[src/rtl/doze_pkg.sv]
package doze_pkg;
  typedef enum logic [1:0] {
    ST_AWAKE   = 2'd0,
    ST_ENTER   = 2'd1,
    ST_SLEEP   = 2'd2,
    ST_RECOVER = 2'd3
  } doze_state_t;
endpackage

[src/rtl/doze_sync.sv]
module doze_sync #(
  parameter int STAGES = 2
) (
  input  logic clk,
  input  logic rst_n,
  input  logic async_in,
  output logic sync_out
);
  logic [STAGES-1:0] chain;

  genvar g;
  generate
    for (g = 0; g < STAGES; g++) begin : g_stage
      if (g == 0) begin : g_first
        always_ff @(posedge clk or negedge rst_n) begin
          if (!rst_n) chain[0] <= 1'b0;
          else        chain[0] <= async_in;
        end
      end else begin : g_next
        always_ff @(posedge clk or negedge rst_n) begin
          if (!rst_n) chain[g] <= 1'b0;
          else        chain[g] <= chain[g-1];
        end
      end
    end
  endgenerate

  assign sync_out = chain[STAGES-1];
endmodule

[src/rtl/doze_fsm.sv]
module doze_fsm
  import doze_pkg::*;
#(
  parameter int ENTRY_CYC = 2,
  parameter int EXIT_CYC  = 2
) (
  input  logic        clk,
  input  logic        rst_n,
  input  logic        req_s,
  output doze_state_t state,
  output logic        in_guard,
  output logic        sleep_active,
  output logic        ready
);
  localparam int MAXC = (ENTRY_CYC > EXIT_CYC) ? ENTRY_CYC : EXIT_CYC;
  localparam int CW   = $clog2(MAXC + 1);
  localparam logic [CW-1:0] ENTRY_LD = CW'(ENTRY_CYC);
  localparam logic [CW-1:0] EXIT_LD  = CW'(EXIT_CYC);
  localparam logic [CW-1:0] ONE      = CW'(1);

  doze_state_t state_q, state_d;
  logic [CW-1:0] cnt_q, cnt_d;
  logic last_step;

  assign last_step = (cnt_q == ONE);

  always_comb begin
    state_d = state_q;
    cnt_d   = cnt_q;
    unique case (state_q)
      ST_AWAKE: begin
        if (req_s) begin
          state_d = ST_ENTER;
          cnt_d   = ENTRY_LD;
        end
      end
      ST_ENTER: begin
        if (!req_s) begin
          state_d = ST_RECOVER;
          cnt_d   = EXIT_LD;
        end else if (last_step) begin
          state_d = ST_SLEEP;
          cnt_d   = '0;
        end else begin
          cnt_d = cnt_q - ONE;
        end
      end
      ST_SLEEP: begin
        if (!req_s) begin
          state_d = ST_RECOVER;
          cnt_d   = EXIT_LD;
        end
      end
      ST_RECOVER: begin
        if (req_s) begin
          state_d = ST_ENTER;
          cnt_d   = ENTRY_LD;
        end else if (last_step) begin
          state_d = ST_AWAKE;
          cnt_d   = '0;
        end else begin
          cnt_d = cnt_q - ONE;
        end
      end
      default: begin
        state_d = ST_AWAKE;
        cnt_d   = '0;
      end
    endcase
  end

  always_ff @(posedge clk or negedge rst_n) begin
    if (!rst_n) begin
      state_q <= ST_AWAKE;
      cnt_q   <= '0;
    end else begin
      state_q <= state_d;
      cnt_q   <= cnt_d;
    end
  end

  assign state        = state_q;
  assign in_guard     = (state_q == ST_ENTER) || (state_q == ST_RECOVER);
  assign sleep_active = (state_q == ST_SLEEP);
  assign ready        = (state_q == ST_AWAKE) && !req_s;

  // sleep is only reached through the entry sequence
  a_r3_sleep_via_entry: assert property (@(posedge clk) disable iff (!rst_n)
    $rose(sleep_active) |-> $past(state_q) == ST_ENTER);

  // a released request while asleep moves into recovery next cycle
  a_r4_sleep_to_recover: assert property (@(posedge clk) disable iff (!rst_n)
    (sleep_active && !req_s) |=> state_q == ST_RECOVER);

  // a dropped request during entry never reaches sleep
  a_r5_abort_entry: assert property (@(posedge clk) disable iff (!rst_n)
    (state_q == ST_ENTER && !req_s) |=> !sleep_active);

  // sleep and ready are exclusive
  a_r10_exclusive: assert property (@(posedge clk) disable iff (!rst_n)
    !(sleep_active && ready));
endmodule

[src/rtl/doze_guard.sv]
module doze_guard #(
  parameter int NUM_SEL = 3
) (
  input  logic               clk,
  input  logic               rst_n,
  input  logic [NUM_SEL-1:0] chip_en,
  input  logic               in_guard,
  input  logic               ready,
  output logic               access_ok,
  output logic               viol
);
  logic selected;
  logic viol_q;

  assign selected = &chip_en;

  always_ff @(posedge clk or negedge rst_n) begin
    if (!rst_n)                    viol_q <= 1'b0;
    else if (in_guard && selected) viol_q <= 1'b1;
  end

  assign viol      = viol_q;
  assign access_ok = selected && ready;

  // violation flag is sticky
  a_r8_sticky: assert property (@(posedge clk) disable iff (!rst_n)
    viol_q |=> viol_q);

  // flag is raised by a guarded-window selection
  a_r8_set: assert property (@(posedge clk) disable iff (!rst_n)
    (in_guard && selected) |=> viol_q);

  // no grant without ready
  a_r7_gate: assert property (@(posedge clk) disable iff (!rst_n)
    access_ok |-> ready);
endmodule

[src/rtl/doze_ctrl.sv]
module doze_ctrl
  import doze_pkg::*;
#(
  parameter int SYNC_STAGES = 2,
  parameter int ENTRY_CYC   = 2,
  parameter int EXIT_CYC    = 2,
  parameter int NUM_SEL     = 3
) (
  input  logic               clk,
  input  logic               rst_n,
  input  logic               sleep_req_async,
  input  logic [NUM_SEL-1:0] chip_en,
  output logic               sleep_active,
  output logic               ready,
  output logic               access_ok,
  output logic               guard_viol
);
  logic        req_s;
  logic        in_guard;
  doze_state_t state;

  doze_sync #(.STAGES(SYNC_STAGES)) u_sync (
    .clk      (clk),
    .rst_n    (rst_n),
    .async_in (sleep_req_async),
    .sync_out (req_s)
  );

  doze_fsm #(.ENTRY_CYC(ENTRY_CYC), .EXIT_CYC(EXIT_CYC)) u_fsm (
    .clk          (clk),
    .rst_n        (rst_n),
    .req_s        (req_s),
    .state        (state),
    .in_guard     (in_guard),
    .sleep_active (sleep_active),
    .ready        (ready)
  );

  doze_guard #(.NUM_SEL(NUM_SEL)) u_guard (
    .clk       (clk),
    .rst_n     (rst_n),
    .chip_en   (chip_en),
    .in_guard  (in_guard),
    .ready     (ready),
    .access_ok (access_ok),
    .viol      (guard_viol)
  );

  // selection while asleep grants nothing and leaves the flag alone
  a_r9_sleep_quiet: assert property (@(posedge clk) disable iff (!rst_n)
    (state == ST_SLEEP && !guard_viol) |=> !(guard_viol && $past(state) == ST_SLEEP && $past(state) == state));

  // a grant is only ever given with a full selection
  a_r7_full_sel: assert property (@(posedge clk) disable iff (!rst_n)
    access_ok |-> (&chip_en));
endmodule

[config.mk]
export PLATFORM = sky130hd
export DESIGN_NAME = doze_ctrl
export DESIGN_NICKNAME = d
export VERILOG_FILES = /design/src/rtl/doze_pkg.sv /design/src/rtl/doze_sync.sv /design/src/rtl/doze_fsm.sv /design/src/rtl/doze_guard.sv /design/src/rtl/doze_ctrl.sv
export SDC_FILE = /design/constraint.sdc
export NUM_CORES = 1
export LEC_CHECK = 0
export BUFFER_PORTS_ARGS = -buffer_cell sky130_fd_sc_hd__buf_4
export CAP_MARGIN = 40
export CORE_AREA = 4 4 41 43
export CTS_BUF_LIST = sky130_fd_sc_hd__clkbuf_8
export DETAILED_ROUTE_END_ITERATION = 16
export DIE_AREA = 0 0 45 47
export GPL_ROUTABILITY_DRIVEN = 0
export SYNTH_ARGS = -nofsm -noshare
export SYNTH_HDL_FRONTEND = slang
export SYNTH_HIERARCHICAL = 1
export SYNTH_SLANG_ARGS = --single-unit
[constraint.sdc]
create_clock -name clk -period 4.65 [get_ports clk]
set_input_delay 0.2325 -clock clk [delete_from_list [all_inputs] [get_ports clk]]
set_output_delay 0.2325 -clock clk [all_outputs]
set_load 0.05 [all_outputs]
# --- Word-level counts from Yosys, hierarchy flattened ---
# Index checks and enable logic that the tools add are counted.
# W data, S select, Z words.
totals:
  reg_bits: 7
  output_inout_bits: 4
  elab_cells: 36
op_classes:
  n_addsub: 1
  n_eq_ne: 8
  mux: 13
  reduce_logical: 9
ops:
  columns: ["operator", "count"]
  rows:
  - ["$mux W2", 11]
  - ["$pmux W2 S4", 2]
  - ["$ne A3 B2 Y1 const B", 2]
  - ["$eq A2 B1 Y1 const B", 2]
  - ["$eq A2 B2 Y1 const B", 2]
  - ["$ne A2 B2 Y1 const B", 2]
  - ["$reduce_and A4 Y1", 1]
  - ["$logic_and A1 B1 Y1", 3]
  - ["$reduce_and A3 Y1", 1]
  - ["$logic_not A2 Y1", 1]
  - ["$reduce_and A2 Y1", 1]
  - ["$sub A2 B1 Y2 const B", 1]
  - ["$logic_not A1 Y1", 1]
  - ["$logic_or A1 B1 Y1", 1]

# --- Depth between registers and ports, before layout ---
depth:
  depth_word: 4
  mapped_depth: 5
  mapped_depth_nobuf: 5

# --- Cells and area by module ---
# The synthesis kept the hierarchy.
modules_own_cells:
  columns: ["mod", "instances", "cells_per_inst", "area_per_inst_um2"]
  rows:
  - ["doze_fsm", 1, 37, 396.6]
  - ["doze_sync", 1, 2, 50.0]
  - ["doze_guard", 1, 3, 43.8]

# --- Least setup slack after synthesis ---
# No wires, ideal clock.
synth_timing:
  kind: "register to output"
  from: "register u_fsm.state_q[0] (netlist: u_fsm/state[0])"
  to: "output port access_ok"
  arrival_time_ns: 1.573
  slack_ns: 2.845
  stages_incl_launch_ff: 5
  path_buffers: 0
  cell_sequence: "dfrtp_1 inv_1 ha_1 and2b_2 and4_1"
synth_via:
  elab_chain_cells: 3
synth_lines:
  columns: ["element", "line", "rtl"]
  rows:
  - ["from (decl)", "doze_fsm.sv:21", "doze_state_t state_q, state_d;"]
  - ["from (signal assigned)", "doze_fsm.sv:77", "state_q <= state_d;"]
  - ["$logic_not A2 Y1", "doze_fsm.sv:85", "assign ready = (state_q == ST_AWAKE) && !req_s;"]
  - ["$logic_and A1 B1 Y1", "doze_fsm.sv:85", null]
  - ["via ready", "doze_ctrl.sv:14", "output logic ready,"]
  - ["$logic_and A1 B1 Y1", "doze_guard.sv:23", "assign access_ok = selected && ready;"]
  - ["to (decl)", "doze_ctrl.sv:15", "output logic access_ok,"]
# The timed path passes the listed nets, and every way through them passes these cells.

# --- Worst setup path in the final report ---
layout_timing:
  from: "register u_fsm.state_q[0] (netlist: u_fsm/state[0])"
  to: "output port access_ok"
layout_via:
  elab_chain_cells: 3
layout_lines:
  columns: ["element", "line"]
  rows:
  - ["$logic_not A2 Y1", "doze_fsm.sv:85"]
  - ["$logic_and A1 B1 Y1", "doze_fsm.sv:85"]
  - ["$logic_and A1 B1 Y1", "doze_guard.sv:23"]
# Every way passes these cells.

==> out/results.tsv <==
metric	value	unit
arrival	1.58	ns
cts_resized	0	
drt_wl_total	863	µm
cts_buffers	3	
vias	331	
synthCells	42	
drtAntennaViolNets	0	
dpl.hpwl	688.6	µm
placementRows	13	
crit_fanout	5	
crit_path_start_kind	flip-flop	
avgViaCountPerCell	4.729	
core_area	0.001301	mm²
holdBufCountCts	1	
grt_remaining_overflow	0	
yosysSeqAreaShare	0.3571	
hold_class	input port to flip-flop	
synth_top_area_frac	0.3571	
pwr-share-comb	0.531	
clock_skew	0.001176	ns
peakVddDrop	0.0002454	V
syn_area_per_cell	11.68	µm²
postCtsSetupBuffers	0	
final_core_util	0.4769	
die_height	47	µm
drtIter0Drc	3	
cts_sinks	7	
grt_pass1_wl	1.531	mm
drv_cap	0	
maxSlewHeadroom	0.7178	
ioPinCount	10	
cts_tree	yes	
p_sw	157.9	µW
cts-root-buf	clkbuf_8	
worst_pin_slew	0.4127	ns
grt_max_degree	10	
max_freq	550.9	MHz
switching_share	0.4173	
yosysTopAreaCell	dfrtp_1	
syn_area	490.5	µm²
internal-power	220.5	µW
ff2ff_setup_slack	3.06	ns
htree_levels	1	
stdcell_count	70	
initial_core_util	0.3769	
pwr-share-clk	0.212	
gr-usage-all-layers	0.1071	
holdWs	0.1151	ns
finalSetupTns	0	ns
firstDrtPassIters	4	
seqPwrFrac	0.257	
min_period_over_period	0.3903	
powerDensity	609.6	mW/mm²
final-setup-viol-count	0	
syn_nets	57	
fin_nets	71	
rsz0062_at_grt	no	
clkLatencyLatePin	0.22	ns
synthTopCellsByArea	dfrtp_1 (36%), ha_1 (23%), mux2i_1 (4.1%), inv_1 (3.8%), a32oi_2 (3.3%)	
drive_above_1_share	0.2909	
endpoint_kind	primary output	
outcome	complete, no violations	
cts_buffer_depth	2	
dp.cells	65	
die_area	0.002115	mm²
fp.dieW	45	µm
finalHoldViolations	0	
io_buffers	9	
ys_ff_latch	7	
num_antenna_cells	0	
grt_pass1_vias	378	
cp.required	4.42	ns
crit_type	flip-flop to primary output	
area_growth	26.53	%
drc	0	
synth_cell_type_count	21	
antenna_found_initial	0	
leakage	0.0003215	µW
period_minus_slack	1.815	ns
slew_viol_final	0	
clkTransAtPathRegs	0.04	ns
yosysWarnings	6	
routedWlPerCell	12.33	µm
[worst paths after layout]
path / startpoint / to / depth (start not counted)
worst min-delay path: sleep_req_async / u_sync/chain[0] / 1
worst max-delay path: u_fsm/state[0] / access_ok / 5
min in group asynchronous: rst_n / u_fsm/state[1] / 2
max in group asynchronous: rst_n / u_fsm/cnt_q[1] / 2
worst max register to register: u_fsm/state[1] / u_fsm/state[1] / 5
worst min register to register: u_sync/chain[0] / u_sync/sync_out / 0
[cell usage in the layout, fill, tap and decap left out, types with 2 or more instances in the layout]
master	count
mux2i_1	2
dfrtp_1	7
nand2b_1	2
clkbuf_8	3
nor2_1	2
ha_1	9
buf_4	9
inv_1	6
[power groups by stage]
stage | Combinational [µW] | Clock, µW | Sequential, µW
2_1_floorplan | 150 | 0 | 102
3_3_place_gp | 201 | 0 | 97.5
3_5_place_dp | 199 | 0 | 98.2
4_1_cts | 202 | 84.6 | 97.6
5_1_grt | 222 | 88.3 | 101
6_report | 201 | 80.4 | 97.2
[through the flow]
| stage | cell area, µm² | total power, µW | setup WS [ns] |
|---|---|---|---|
| after floorplan | 490.5 | 252.4 | 2.845 |
| after global placement | 565.5 | 298.6 | 3.059 |
| after detailed placement | 565.5 | 297.7 | 3.055 |
| after CTS | 620.6 | 384.3 | 2.807 |
| after global routing | 620.6 | 411.5 | 2.717 |
| final | 620.6 | 378.3 | 2.835 |
[cells by family after synthesis]
kind of cell / share of synthesized area
muxes: 0.09438
adders and majority gates: 0.2296
DFF: 0.3571
and+or+nand+nor: 0.1352
buffers and inverters: 0.06123
AOI/OAI and AO/OA: 0.1225
[routing by layer]
metal,vias to the layer above,routed length [µm],GRT usage
li1,174,-,-
met1,150,373,0.1060
met2,5,432,0.1751
met3,2,44,0.06897
met4,0,12,0.05263
met5,-,0,0
[critical path: stages, from the launching register on]
cell and delay (ns):
dfrtp_1 0.41, inv_1 0.13, ha_1 0.25, and2b_2 0.20
and4_1 0.18, buf_4 0.18
[sequential cells by signal (all words and copies together), names as in the netlist]
register,count
u_sync/chain,1
u_guard/viol,1
u_sync/sync_out,1
u_fsm/cnt_q,2
u_fsm/state,2
[cell type report]
| cell class | instances | area, µm² |
|---|---|---|
| Clock buffer | 3 | 41.29 |
| Clock inverter | 1 | 3.754 |
| Fill cell | 129 | 680.7 |
| Inverter | 5 | 18.77 |
| Multi-Input combinational cell | 29 | 285.3 |
| Sequential cell | 7 | 175.2 |
| Tap cell | 15 | 18.77 |
| Timing Repair Buffer | 10 | 77.57 |
[synthesized netlist by cell type]
cell,instances
inv_1,5
dfrtp_1,7
and2b_2,1
ha_1,9
and4_1,1
nor2_1,2
mux2i_1,2
a21oi_1,1
nand3b_1,1
buf_6,1
mux2_1,1
nor4_1,1
or3b_1,1
nand2b_1,2
a32oi_2,1
a211oi_2,1
a2111oi_0,1
a21o_1,1
mux2_4,1
a41o_1,1
nor2b_1,1
No activity file was read; power rests on OpenSTA's default activity.
